`config.mk`:
```
export PLATFORM = sky130hd
export DESIGN_NAME = branch_skip_unit
export DESIGN_NICKNAME = d
export VERILOG_FILES = /design/src/rtl/bsu_pkg.sv /design/src/rtl/bsu_bit_test.sv /design/src/rtl/bsu_pc_step.sv /design/src/rtl/bsu_decide.sv /design/src/rtl/branch_skip_unit.sv
export SDC_FILE = /design/constraint.sdc
export NUM_CORES = 1
export LEC_CHECK = 0
export ABC_AREA = 1
export BUFFER_PORTS_ARGS = -buffer_cell sky130_fd_sc_hd__buf_2
export CORE_MARGIN = 10
export CORE_UTILIZATION = 35
export DETAILED_ROUTE_END_ITERATION = 8
export PLACE_DENSITY = 0.64
export SETUP_SLACK_MARGIN = 0.3
export SLEW_MARGIN = 15
export SYNTH_ARGS = -nofsm -noshare
export SYNTH_HDL_FRONTEND = slang
export SYNTH_HIERARCHICAL = 1
export SYNTH_SLANG_ARGS = --single-unit
```
`constraint.sdc`:
```
create_clock -name clk_i -period 1.4 [get_ports clk_i]
set_input_delay 0.07 -clock clk_i [delete_from_list [all_inputs] [get_ports clk_i]]
set_output_delay 0.07 -clock clk_i [all_outputs]
set_load 0.005 [all_outputs]
```
`src/rtl/bsu_pkg.sv`:
```
package bsu_pkg;
  typedef enum logic [1:0] {
    OP_BRANCH  = 2'd0,
    OP_SKIP_RB = 2'd1,
    OP_SKIP_IO = 2'd2,
    OP_SKIP_EQ = 2'd3
  } bsu_op_e;

  localparam int unsigned SR_C = 0;
  localparam int unsigned SR_Z = 1;
  localparam int unsigned SR_N = 2;
  localparam int unsigned SR_V = 3;
  localparam int unsigned SR_S = 4;
  localparam int unsigned SR_H = 5;
  localparam int unsigned SR_T = 6;
  localparam int unsigned SR_I = 7;

  localparam int unsigned BYTE_W = 8;
  localparam int unsigned SEL_W  = $clog2(BYTE_W);
  localparam int unsigned N_SRC  = 3;
endpackage

```
`src/rtl/bsu_bit_test.sv`:
```
module bsu_bit_test #(
  parameter int unsigned W     = 8,
  parameter int unsigned SEL_W = $clog2(W)
) (
  input  logic [W-1:0]     byte_i,
  input  logic [SEL_W-1:0] sel_i,
  input  logic             pol_i,
  output logic             hit_o
);
  assign hit_o = (byte_i[sel_i] == pol_i);
endmodule

```
`src/rtl/bsu_pc_step.sv`:
```
module bsu_pc_step #(
  parameter int unsigned PC_W  = 10,
  parameter int unsigned OFF_W = 7
) (
  input  logic [PC_W-1:0]  pc_i,
  input  logic [OFF_W-1:0] off_i,
  input  logic             two_word_i,
  output logic [PC_W-1:0]  seq_o,
  output logic [PC_W-1:0]  br_o,
  output logic [PC_W-1:0]  skip_o
);
  localparam int unsigned EXT_W = PC_W - OFF_W;

  logic [PC_W-1:0] off_ext;
  logic [PC_W-1:0] skip_inc;

  assign off_ext  = {{EXT_W{off_i[OFF_W-1]}}, off_i};
  assign seq_o    = pc_i + PC_W'(1);
  assign br_o     = seq_o + off_ext;
  assign skip_inc = two_word_i ? PC_W'(3) : PC_W'(2);
  assign skip_o   = pc_i + skip_inc;
endmodule

```
`src/rtl/bsu_decide.sv`:
```
module bsu_decide
  import bsu_pkg::*;
#(
  parameter int unsigned PC_W = 10
) (
  input  bsu_op_e          op_i,
  input  logic [N_SRC-1:0] hit_i,
  input  logic             eq_i,
  input  logic [PC_W-1:0]  seq_i,
  input  logic [PC_W-1:0]  br_i,
  input  logic [PC_W-1:0]  skip_i,
  output logic             taken_o,
  output logic [PC_W-1:0]  next_pc_o
);
  always_comb begin
    unique case (op_i)
      OP_BRANCH:  taken_o = hit_i[0];
      OP_SKIP_RB: taken_o = hit_i[1];
      OP_SKIP_IO: taken_o = hit_i[2];
      default:    taken_o = eq_i;
    endcase
    if (!taken_o)                 next_pc_o = seq_i;
    else if (op_i == OP_BRANCH)   next_pc_o = br_i;
    else                          next_pc_o = skip_i;
  end
endmodule

```
`src/rtl/branch_skip_unit.sv`:
```
module branch_skip_unit
  import bsu_pkg::*;
#(
  parameter int unsigned PC_W  = 10,
  parameter int unsigned OFF_W = 7
) (
  input  logic            clk_i,
  input  logic            rst_ni,
  input  logic            req_valid_i,
  input  logic [1:0]      op_i,
  input  logic            pol_i,
  input  logic [2:0]      bit_sel_i,
  input  logic [7:0]      sreg_i,
  input  logic [7:0]      reg_byte_i,
  input  logic [7:0]      io_byte_i,
  input  logic            eq_i,
  input  logic [6:0]      offset_i,
  input  logic [PC_W-1:0] pc_i,
  input  logic            next_two_word_i,
  output logic            res_valid_o,
  output logic            taken_o,
  output logic [PC_W-1:0] next_pc_o
);
  logic [N_SRC-1:0][BYTE_W-1:0] src;
  logic [N_SRC-1:0]             hit;
  logic [PC_W-1:0]              seq_pc, br_pc, skip_pc, nxt_pc;
  logic                         nxt_taken;
  bsu_op_e                      op;

  assign op     = bsu_op_e'(op_i);
  assign src[0] = sreg_i;
  assign src[1] = reg_byte_i;
  assign src[2] = io_byte_i;

  for (genvar g = 0; g < N_SRC; g++) begin : g_test
    bsu_bit_test #(.W(BYTE_W), .SEL_W(SEL_W)) u_test (
      .byte_i (src[g]),
      .sel_i  (bit_sel_i),
      .pol_i  (pol_i),
      .hit_o  (hit[g])
    );
  end

  bsu_pc_step #(.PC_W(PC_W), .OFF_W(OFF_W)) u_step (
    .pc_i       (pc_i),
    .off_i      (offset_i),
    .two_word_i (next_two_word_i),
    .seq_o      (seq_pc),
    .br_o       (br_pc),
    .skip_o     (skip_pc)
  );

  bsu_decide #(.PC_W(PC_W)) u_decide (
    .op_i      (op),
    .hit_i     (hit),
    .eq_i      (eq_i),
    .seq_i     (seq_pc),
    .br_i      (br_pc),
    .skip_i    (skip_pc),
    .taken_o   (nxt_taken),
    .next_pc_o (nxt_pc)
  );

  always_ff @(posedge clk_i or negedge rst_ni) begin
    if (!rst_ni) begin
      res_valid_o <= 1'b0;
      taken_o     <= 1'b0;
      next_pc_o   <= '0;
    end else begin
      res_valid_o <= req_valid_i;
      if (req_valid_i) begin
        taken_o   <= nxt_taken;
        next_pc_o <= nxt_pc;
      end
    end
  end

  p_valid_follow_r2: assert property (@(posedge clk_i) disable iff (!rst_ni)
    req_valid_i |=> res_valid_o);
  p_valid_drop_r2: assert property (@(posedge clk_i) disable iff (!rst_ni)
    !req_valid_i |=> !res_valid_o);
  p_idle_hold_r11: assert property (@(posedge clk_i) disable iff (!rst_ni)
    !req_valid_i |=> ($stable(next_pc_o) && $stable(taken_o)));
  p_untaken_step_r4: assert property (@(posedge clk_i) disable iff (!rst_ni)
    req_valid_i |=> (taken_o || next_pc_o == $past(pc_i) + PC_W'(1)));
  p_skip_step_r7: assert property (@(posedge clk_i) disable iff (!rst_ni)
    (req_valid_i && op_i != 2'd0) |=>
      (!taken_o || next_pc_o == $past(pc_i) + ($past(next_two_word_i) ? PC_W'(3) : PC_W'(2))));
  p_eq_only_r9: assert property (@(posedge clk_i) disable iff (!rst_ni)
    (req_valid_i && op_i == 2'd3) |=> (taken_o == $past(eq_i)));
endmodule

```
Yosys cells after proc, flatten, opt, wreduce, memory -nomap -nowiden

Cells that the tools add are included.

Input port bits: 52
Register bits after elaboration: 12
Output and inout port bits: 12
Logic and storage cells: 23

Add/sub/neg operators: 3
Equality and inequality tests: 5
Muxes and demuxes: 10
Reduce and logical (&&, ||, !) cells: 1
Magnitude comparators: 1

Operators with widths:

| cell                                               | count |
|---|---|
| adder 10 bit                                       | 2 |
| 2-to-1 mux 10 bit                                  | 2 |
| adder 10 x 1 -> 10 bit, second input constant      | 1 |
| binary-select mux 1 bit (select 3 bit)             | 3 |
| < comparator 3 x 4 -> 1 bit, second input constant | 1 |
| 2-to-1 mux 1 bit                                   | 4 |
| == test 1 bit                                      | 3 |
| case mux 1 bit (3 select lines)                    | 1 |
| == test 2 x 1 -> 1 bit, second input constant      | 1 |
| == test 2 bit, second input constant               | 1 |
| zero test 2 bit                                    | 1 |

Depth between registers and ports, before layout

Gate-level depths: netlist (run 1).

Word-level depth: 5
Gate-level depth with buffers: 21
Gate-level depth less buffers: 21

Hierarchy

The synthesis (run 1) kept the hierarchy.

By module, submodules not included:

| module           | cells each | instances | area an instance (sq um) |
|---|---|---|---|
| bsu_pc_step      | 139        | 1         | 829.5 |
| branch_skip_unit | 48         | 1         | 446.7 |
| bsu_bit_test     | 30         | 3         | 131.4 |
| bsu_decide       | 83         | 1         | 341.6 |

Least setup slack after synthesis (run 1)

OpenSTA, ideal clock, no wires.

Path kind: input-to-reg
From: in pc_i[0]
To: reg next_pc_o[9]
Setup slack: -513 ps
Stages on the path: 20
Arrival: 1796 ps
Path buffers: 0
Cells stage by stage: ha_1 nand2_1 inv_1 nand3_1 xor2_1 ha_1 nand2_1 nand2_1 a21oi_1 nand2_1 nor2_1 inv_1 nand2_1 nand2_1 nand2_1 nand2_1 nand3_1 nand2_1 nand2_1 nand2_1

Cells in the longest elaborated chain, start to end: 4
Elaborated cells between the ends (all ways): 5
Classes of those cells: add/sub: 3; mux: 2

RTL lines:

| item                   | line                   | source |
|---|---|---|
| start: declaration     | branch_skip_unit.sv:18 | `input logic [PC_W-1:0] pc_i,` |
| adder 10 x 1 -> 10 bit | bsu_pc_step.sv:18      | `assign seq_o = pc_i + PC_W'(1);` |
| net seq_pc[6]          | branch_skip_unit.sv:26 | `logic [PC_W-1:0] seq_pc, br_pc, skip_pc, nxt_pc;` |
| adder 10 bit           | bsu_pc_step.sv:19      | `assign br_o = seq_o + off_ext;` |
| net br_pc[9]           | branch_skip_unit.sv:26 |  |
| 2-to-1 mux 10 bit      | bsu_decide.sv:23       | `else if (op_i == OP_BRANCH) next_pc_o = br_i;` |
| 2-to-1 mux 10 bit      | bsu_decide.sv:22       | `if (!taken_o) next_pc_o = seq_i;` |
| net nxt_pc[9]          | branch_skip_unit.sv:26 |  |
| end signal: assignment | branch_skip_unit.sv:73 | `next_pc_o <= nxt_pc;` |
| end: declaration       | branch_skip_unit.sv:22 | `output logic [PC_W-1:0] next_pc_o` |

The timed path passes the listed nets, and every way through them passes these cells.
A chain may end at the register's enable or synchronous reset.

Worst setup path after layout (run 1)

Same ends and word-level chain as after synthesis.

==> flow_metrics.env, run 1 <==
export IMPL_initial_utilization_pct=36.3
export IMPL_slew_violations=0
export IMPL_cts_tree="done"
export IMPL_end_kind="register"
export IMPL_core_area_mm2=0.00554
export IMPL_rr_worst_depth=2
export IMPL_tritoncts_num_buffers=3
export IMPL_syn_nets=425
export IMPL_vias=2445
export IMPL_ctsLongestPathBuffers=2
export IMPL_dp_slack_ns=-0.737
export IMPL_critPathLaunchType="input pin"
export IMPL_synth_area_per_cell_um2=5.59
export IMPL_synthTopCellsByArea="nand2_1 (29%), dfrtp_1 (15%), inv_1 (13%)"
export IMPL_skew_ns=0
export IMPL_totalPowerFinal_uw=2050
export IMPL_worstPathRequired_ns=1.53
export IMPL_wl_um=6910
export IMPL_fmax_ghz=0.552
export IMPL_syn_cell_area_mm2=0.00201
export IMPL_reg2reg_to="next_pc_o[9]"
export IMPL_h_tree_depth=1
export IMPL_p_leak_uw=0.00204
export IMPL_netlist_area_leader_share_pct=29.5
export IMPL_cp_arrival_ns=1.94
export IMPL_ys_types=25
export IMPL_antenna_found_initial=0
export IMPL_gp_congestion=0.886
export IMPL_ys_seq_area_share_pct=14.9
export IMPL_drc=0
export IMPL_rows=27
export IMPL_antenna_cells=0
export IMPL_period_needed_ns=1.81
export IMPL_routed_via_density=4.45
export IMPL_holdPathStages=1
export IMPL_drt_iter0_markers=99
export IMPL_die_area_mm2=0.00918
export IMPL_drive_gt1_share_pct=48.8
export IMPL_clockRootBuffer="clkbuf_8"
export IMPL_dr_pass1_iters=4
export IMPL_pin_count=64
export IMPL_port_buffers=63
export IMPL_netlist_top_cell_by_area="nand2_1"
export IMPL_worst_slew_pin_slew_ns=0.329
export IMPL_grt_max_degree=14
export IMPL_grt_ovfl_total=0
export IMPL_path_clk_slew_ns=0.05
export IMPL_worstSetupPathType="input pin to register"
export IMPL_rsz0062_at_grt="true"
export IMPL_hp_class="input pin to register"
export IMPL_synth_seq_cells=12
export IMPL_power_density_mw_per_mm2=584
export IMPL_grt_pass1_vias=2552
export IMPL_synth_warnings=6
export IMPL_fp_dieH_um=95.8
export IMPL_vdd_ir_drop_max_uv=436
export IMPL_area_growth_syn_to_layout_pct=74.1
export IMPL_syn_inst=360
export IMPL_relSlewSlack_pct=77.9
export IMPL_finalHoldViolCount=0
export IMPL_clock_latency_ns=0.23
export IMPL_fin_crit_sh_pct=129
export IMPL_die_w_um=95.8
export IMPL_setup_violations=8
export IMPL_setup_ws_ns=-0.412
export IMPL_track_usage_pct=15.0
export IMPL_routedWlPerCell_um=12.6
export IMPL_rr_startpoint="next_pc_o[9]"
export IMPL_r2r_setup_slack_ns=0.77
export IMPL_nets=544
export IMPL_status="complete, but fails checks"
export IMPL_violations="negative setup slack"
export IMPL_worstPathMaxFanout=3
export IMPL_clock_sinks=12
export IMPL_grt_pass1_wl_um=11300
export IMPL_ant_nets=0
export IMPL_dpl_hpwl_um=5120
export IMPL_hold_end="res_valid_o"
export IMPL_fill_cells=497
export IMPL_cap_viol_max_count=0
export IMPL_min_from="req_valid_i"
final cells by class:
class                           instances  area, um2  share of cell area (%)
Multi-Input combinational cell        267       1860                    53.1
Timing Repair Buffer                  121        897                    25.6
Inverter                               74        315                    9.00
Sequential cell                        12        300                    8.57
Tap cell                               72       90.1                    2.57
Clock buffer                            3       41.3                    1.18
critical path, stage by stage:
cell     delay (ns)
buf_8          0.09
ha_4           0.15
nand2_4        0.07
inv_4          0.07
nand3_4        0.06
xor2_2         0.15
ha_1           0.35
nand2_1        0.11
nand2_2        0.07
a21oi_2        0.11
nand2_1        0.07
nor2_2         0.12
inv_1          0.05
nand2_1        0.05
nand2_1        0.04
nand2_1        0.05
nand2_1        0.05
nand3_1        0.06
nand2_1        0.06
nand2_1        0.05
nand2_1        0.04
flip-flops by register name, summed over array words and instances, names as in the netlist:
register and count:
res_valid_o 1, next_pc_o 10, taken_o 1
synthesized netlist by cell type:
cell type and number:
a21o_1 1, a21oi_1 5, a31oi_1 1, buf_2 2, buf_4 4, buf_6 1
clkbuf_2 1, dfrtp_1 12, fa_1 1, ha_1 12, inv_1 69, inv_2 5
nand2_1 158, nand2_2 6, nand3_1 35, nand3_2 8, nand4_1 2, nor2_1 9
nor2_4 3, nor3_1 2, o21ai_1 2, o21bai_1 1, or2_4 1, xnor2_1 4
xor2_1 15
per-layer routing:
metal	global-route usage [%]	vias to the layer above	share of wire [%]
met2	27.3	60	52
met3	2.41	6	6.0
li1	-	1311	-
met1	17.7	1068	42
met5	0	-	0
met4	3.81	0	0.80
through the flow:
stage	setup TNS (ns)	std cells	util, %	instance area, um2	hold slack (ns)
detailed placement	-5.21	526	49.7	2750	-0.0415
floorplan	-1.73	360	-	2100	-0.226
finish	-2.25	549	63.2	3500	0.0945
global route	-3.29	549	63.2	3500	0.101
global placement	-4.86	526	49.7	2750	-0.0426
CTS	-1.98	547	59.4	3290	0.0918
worst max path at each step:
stage                     slack, ns     from  cells after the start      endpoint
after detailed placement      -0.74  pc_i[1]                     21  next_pc_o[9]
after floorplan               -0.43  pc_i[1]                     20  next_pc_o[9]
after global placement        -0.70  pc_i[1]                     21  next_pc_o[9]
final                         -0.41  pc_i[0]                     21  next_pc_o[9]
after global routing          -0.58  pc_i[0]                     21  next_pc_o[9]
after CTS                     -0.36  pc_i[0]                     21  next_pc_o[9]
where the power goes:
part | internal, uW | leakage [uW] | switching, uW
combinational | 628 | 0.00187 | 688
sequential | 404 | 0.000148 | 27.2
clock | 188 | 0.0000216 | 111
total | 1220 | 0.00204 | 827
repair_timing:
item / 4_1_cts / 5_1_grt
endpoints found under the hold margin: 12 / 0
gates resized for setup: 77 / 47
hold buffers: 1 / 0
endpoints found under the setup margin: 11 / 11
pin swaps: 57 / 25
setup buffers: 13 / 2
cloned: 4 / 0
logic make-up after synthesis:
group | count (synthesis) | synth area share [%]
AOI/OAI and AO/OA | 10 | 2.80
xor gates and xnor gates | 19 | 8.27
adders and majority gates | 13 | 8.46
buffers and inverters | 82 | 16.6
DFF | 12 | 14.9
and+or+nand+nor | 224 | 48.9
cells in the final DEF (no fill, tap or decap), types with 2 or more instances in the layout:
cell type,instances
a21oi_2,2
a21oi_4,2
buf_12,3
buf_2,57
buf_4,43
buf_6,13
buf_8,3
clkbuf_8,3
clkinv_8,2
dfrtp_1,12
ha_1,6
ha_4,6
inv_1,58
inv_2,10
inv_4,3
nand2_1,126
nand2_2,29
nand2_4,10
nand3_1,18
nand3_2,21
nand3_4,4
nand4_1,2
nor2_1,6
nor2_2,3
nor2_4,3
xnor2_1,3
xor2_1,8
xor2_2,5
xor2_4,2
(Power assumes the default switching activity.)
==> inputs of run 2 (changes only) <==
CORE_MARGIN = not set   (was 10)
clock period = 2.27 ns   (was 1.4 ns; I/O delays follow)
==> run 2 against run 1 <==
Compared with the run above:
- sequential cell count unchanged
- highest routed layer unchanged
- the flow now finishes without violations
- register-to-register slack improved by 0.90 ns
- count of clock-buffer cells in the layout rose by 1
- final area shrank 21%
- power fell by 48%
- global-route usage up 2.1 points
- first-iteration DRC count shrank 4.0%
- worst setup slack improved by 0.82 ns
- clock skew unchanged
- combinational power fell by 57%
- routed wire length shrank 22%
==> flow_metrics.env, run 2 (synthesis gave the netlist of run 1 again) <==
export IMPL_status="complete, no violations"
export IMPL_port_buffers=63
export IMPL_finalHoldViolCount=0
export IMPL_largest_reg_flops=10
export IMPL_routed_via_density=4.56
export IMPL_drc=0
export IMPL_clock_latency_ns=0.24
export IMPL_ant_nets=0
export IMPL_fmax_ghz=0.537
export IMPL_track_usage_pct=17.1
export IMPL_rsz0062_at_grt="true"
export IMPL_stdcell_count=507
export IMPL_drt_iter0_markers=95
export IMPL_fin_area_mm2=0.00276
export IMPL_fin_crit_sh_pct=82.0
export IMPL_critPathLaunchType="input pin"
export IMPL_routedWlPerCell_um=10.6
export IMPL_r2r_setup_slack_ns=1.67
export IMPL_clockRootBuffer="clkbuf_8"
export IMPL_grt_pass1_vias=1999
export IMPL_clock_sinks=12
export IMPL_fin_setup_tns_ns=0
export IMPL_tritoncts_num_buffers=3
export IMPL_holdPathStages=1
export IMPL_reg2reg_to="next_pc_o[4]"
export IMPL_min_from="req_valid_i"
export IMPL_antenna_cells=0
export IMPL_dr_pass1_iters=5
export IMPL_mostFrequentLayoutCell="nand2_1"
export IMPL_slew_violations=0
export IMPL_period_needed_ns=1.86
export IMPL_cap_viol_max_count=0
export IMPL_cts_tree="done"
export IMPL_core_area_mm2=0.00554
export IMPL_rr_startpoint="next_pc_o[4]"
export IMPL_setup_violations=0
export IMPL_grt_ovfl_total=0
export IMPL_rr_worst_depth=2
export IMPL_p_leak_uw=0.00172
export IMPL_dpl_hpwl_um=4230
export IMPL_path_clk_slew_ns=0.05
export IMPL_placed_area_mm2=0.00242
export IMPL_nets=501
export IMPL_drive_gt1_share_pct=30.3
export IMPL_end_kind="register"
export IMPL_worstPathMaxFanout=4
export IMPL_top_regs="next_pc_o (10), res_valid_o (1), taken_o (1)"
export IMPL_worstPathRequired_ns=2.40
export IMPL_rows=27
export IMPL_power_density_mw_per_mm2=387
export IMPL_gp_congestion=0.900
export IMPL_dp_cells=495
export IMPL_dp_slack_ns=-0.0106
export IMPL_grt_max_degree=16
export IMPL_vias=2310
export IMPL_vdd_ir_drop_max_uv=260
export IMPL_fill_cells=591
export IMPL_ctsLongestPathBuffers=2
export IMPL_hp_class="input pin to register"
export IMPL_die_w_um=77.8
export IMPL_pin_count=64
export IMPL_fp_dieH_um=77.8
export IMPL_hold_end="res_valid_o"
export IMPL_cp_arrival_ns=2.00
export IMPL_relSlewSlack_pct=77.9
export IMPL_skew_ns=0
export IMPL_most_common_layout_cells="nand2_1 (151), inv_1 (66), buf_2 (58), nand3_1 (34), buf_4 (15)"
export IMPL_antenna_found_initial=0
export IMPL_worst_slew_pin_slew_ns=0.330
export IMPL_wl_um=5380
export IMPL_area_growth_syn_to_layout_pct=37.0
export IMPL_h_tree_depth=1
export IMPL_die_area_mm2=0.00606
export IMPL_initial_utilization_pct=36.3
export IMPL_setup_ws_ns=0.408
export IMPL_grt_pass1_wl_um=8470
export IMPL_regMostFlops="next_pc_o"
export IMPL_worstSetupPathType="input pin to register"
-- run 2: what timing repair did --
action / 4_1_cts / 5_1_grt
pin swaps: 3 / 21
hold buffers: 1 / 0
endpoints found under the hold margin: 12 / 0
gates resized for setup: 5 / 46
buffers inserted: 1 / 6
setup endpoints to repair: 1 / 5
-- run 2: cell type report --
cell class              count  area [um2]  share of cell area, %
clock buffers               4        55.1                   2.00
inverters                  74         280                   10.2
multi-input cells         266        1550                   56.2
flip-flops and latches     12         300                   10.9
well taps                  72        90.1                   3.27
repair buffers             79         482                   17.5
-- run 2: layer usage --
metal | up-vias | part of all wire, % | global-route usage [%]
met5 | - | 0 | 0
met4 | 0 | 1.7 | 5.47
met3 | 11 | 5.2 | 1.88
met2 | 75 | 46 | 26.9
met1 | 1001 | 47 | 24.1
li1 | 1223 | - | -
-- run 2: worst max-delay path by stage --
stage,from,endpoint,slack (ns)
detailed placement,pc_i[0],next_pc_o[9],-0.01
global placement,pc_i[0],next_pc_o[9],0.07
global route,pc_i[1],next_pc_o[9],0.17
finish,pc_i[1],next_pc_o[9],0.41
CTS,pc_i[4],next_pc_o[9],0.31
floorplan,pc_i[0],next_pc_o[9],0.31
-- run 2: through the flow --
stage / total power [uW] / hold WS [ns] / utilization [%]
5_1_grt: 1160 / 0.125 / 49.8
2_1_floorplan: 604 / -0.182 / -
3_5_place_dp: 774 / 0.00426 / 43.7
6_report: 1070 / 0.117 / 49.8
3_3_place_gp: 766 / -0.00128 / 43.7
4_1_cts: 1020 / 0.117 / 45.6
-- run 2: critical path, cell delays in order --
cell and delay [ns]:
buf_6 0.10, ha_4 0.16, nand2_4 0.07, inv_4 0.07, nand3_2 0.09, xor2_2 0.27, ha_4 0.25, nand2_2 0.07
nand2_2 0.06, a21oi_2 0.12, nand2_1 0.06, nor2_2 0.09, inv_1 0.05, nand2_1 0.05, nand2_1 0.05, nand2_1 0.05
nand2_1 0.04, nand3_1 0.07, nand2_1 0.05, nand2_1 0.06, nand2_1 0.04
-- run 2: where the power goes --
part	internal [uW]	switching, uW	total (uW)
clock network	153	76.5	230
logic	251	322	573
registers	249	16.1	265
==> inputs of run 3 (changes only) <==
clock period = 1.9 ns   (was 2.27 ns; I/O delays follow)
==> run 3 against run 2 <==
Compared with the run above:
- sequential cell count stayed put
- routed wire length up 14%
- combinational power grew 56%
- non-clock buffer count is 34 higher
- core utilization is 8.8 points higher
- power up 38%
==> flow_metrics.env, run 3 (synthesis gave the netlist of run 1 again) <==
export IMPL_setup_ws_ns=0.0593
export IMPL_ant_nets=0
export IMPL_pin_count=64
export IMPL_antenna_cells=0
export IMPL_rr_worst_depth=2
export IMPL_most_common_layout_cells="nand2_1 (148), inv_1 (63), buf_2 (57), buf_4 (42), nand3_1 (31)"
export IMPL_worstPathMaxFanout=4
export IMPL_p_leak_uw=0.00194
export IMPL_relSlewSlack_pct=78.5
export IMPL_rr_startpoint="next_pc_o[9]"
export IMPL_skew_ns=0
export IMPL_crit_family="simple AND/OR/NAND/NOR gates"
export IMPL_worstPathRequired_ns=2.03
export IMPL_routed_via_density=4.56
export IMPL_largest_reg_flops=10
export IMPL_cp_common_cell="nand2_1"
export IMPL_clockRootBuffer="clkbuf_8"
export IMPL_slowest_stage="ha_1"
export IMPL_drt_iter0_markers=79
export IMPL_grt_pass1_wl_um=9100
export IMPL_path_buf_inv=2
export IMPL_core_area_mm2=0.00554
export IMPL_h_tree_depth=1
export IMPL_cts_tree="done"
export IMPL_power_density_mw_per_mm2=456
export IMPL_holdPathStages=1
export IMPL_end_kind="register"
export IMPL_clock_sinks=12
export IMPL_rows=27
export IMPL_worstSetupPathType="input pin to register"
export IMPL_finalHoldViolCount=0
export IMPL_die_w_um=77.8
export IMPL_period_needed_ns=1.84
export IMPL_vdd_ir_drop_max_uv=294
export IMPL_slowest_delay_ns=0.32
export IMPL_initial_utilization_pct=36.3
export IMPL_grt_ovfl_total=0
export IMPL_fin_crit_sh_pct=96.9
export IMPL_gp_congestion=0.825
export IMPL_drive_gt1_share_pct=39.7
export IMPL_worst_slew_pin_slew_ns=0.322
export IMPL_r2r_setup_slack_ns=1.30
export IMPL_regMostFlops="next_pc_o"
export IMPL_min_from="req_valid_i"
export IMPL_grt_max_degree=16
export IMPL_cap_viol_max_count=0
export IMPL_die_area_mm2=0.00606
export IMPL_final_util_pct=58.6
export IMPL_tritoncts_num_buffers=3
export IMPL_nets=535
export IMPL_startpoint="pc_i[6]"
export IMPL_antenna_found_initial=0
export IMPL_reg2reg_to="next_pc_o[9]"
export IMPL_dr_pass1_iters=4
export IMPL_track_usage_pct=18.3
export IMPL_status="complete, no violations"
export IMPL_clock_latency_ns=0.23
export IMPL_critPathLaunchType="input pin"
export IMPL_grt_pass1_vias=2185
export IMPL_dpl_hpwl_um=4450
export IMPL_totalPowerFinal_uw=1480
export IMPL_cp_depth=16
export IMPL_hold_end="res_valid_o"
export IMPL_slew_violations=0
export IMPL_crit_chain="buf_2 > nand2_4 > nor3_4 > xor2_1 > ha_1 > buf_4 > a31oi_4 > nand2_1 > nand2_1 > nand2_1 > nand2_1 > nand2_1 > nand3_1 > nand2_1 > nand2_1 > nand2_1"
export IMPL_vias=2466
export IMPL_hp_class="input pin to register"
export IMPL_routedWlPerCell_um=11.4
export IMPL_top_regs="next_pc_o (10), res_valid_o (1), taken_o (1)"
export IMPL_drc=0
export IMPL_wl_um=6150
export IMPL_ctsLongestPathBuffers=2
export IMPL_path_clk_slew_ns=0.05
export IMPL_mostFrequentLayoutCell="nand2_1"
export IMPL_port_buffers=63
export IMPL_fmax_ghz=0.543
export IMPL_area_growth_syn_to_layout_pct=61.3
export IMPL_setup_violations=0
export IMPL_rsz0062_at_grt="true"
export IMPL_fp_dieH_um=77.8
export IMPL_dp_slack_ns=-0.269
export IMPL_cp_arrival_ns=1.97
-- run 3: layout make-up --
cell class	instances	area, um2
clock buffer	4	55.1
timing repair buffer	113	761
tap	72	90.1
inverter	74	283
multi-input combinational	266	1760
fill	525	2300
sequential	12	300
-- run 3: worst max path at each step --
stage	slack, ns	to
2_1_floorplan	0.04	next_pc_o[9]
3_3_place_gp	-0.25	next_pc_o[9]
3_5_place_dp	-0.27	next_pc_o[9]
4_1_cts	0.12	next_pc_o[8]
5_1_grt	-0.05	next_pc_o[8]
6_report	0.06	next_pc_o[8]
-- run 3: per-layer routing --
layer	GRT usage (%)	up-vias	part of all wire, %
met5	0	-	0
met4	3.02	0	0.78
met3	1.29	6	2.9
met2	31.0	52	50
met1	25.5	1108	46
li1	-	1300	-
-- run 3: power breakdown --
group          total, uW  internal, uW  leakage, uW  switching [uW]
logic                892           430      0.00177             462
registers            317           297     0.000148            20.0
clock network        269           182    0.0000288            86.8
total               1480           910      0.00194             569
-- run 3: through the flow --
stage	cell area [um2]	hold WS [ns]	std cells	TNS (ns)
2_1_floorplan	2060	-0.201	360	0
3_3_place_gp	2660	-0.0183	521	-1.07
3_5_place_dp	2660	-0.0153	521	-1.19
4_1_cts	2920	0.104	536	0
5_1_grt	3240	0.107	541	-0.0819
6_report	3240	0.103	541	0
-- run 3: what timing repair did --
action / in CTS / in global routing
setup buffers: 10 / 5
pin swaps: 40 / 28
cloned: 0 / 0
hold endpoints to repair: 12 / 0
hold buffers: 1 / 0
setup endpoints to repair: 7 / 9
resized for setup: 23 / 56
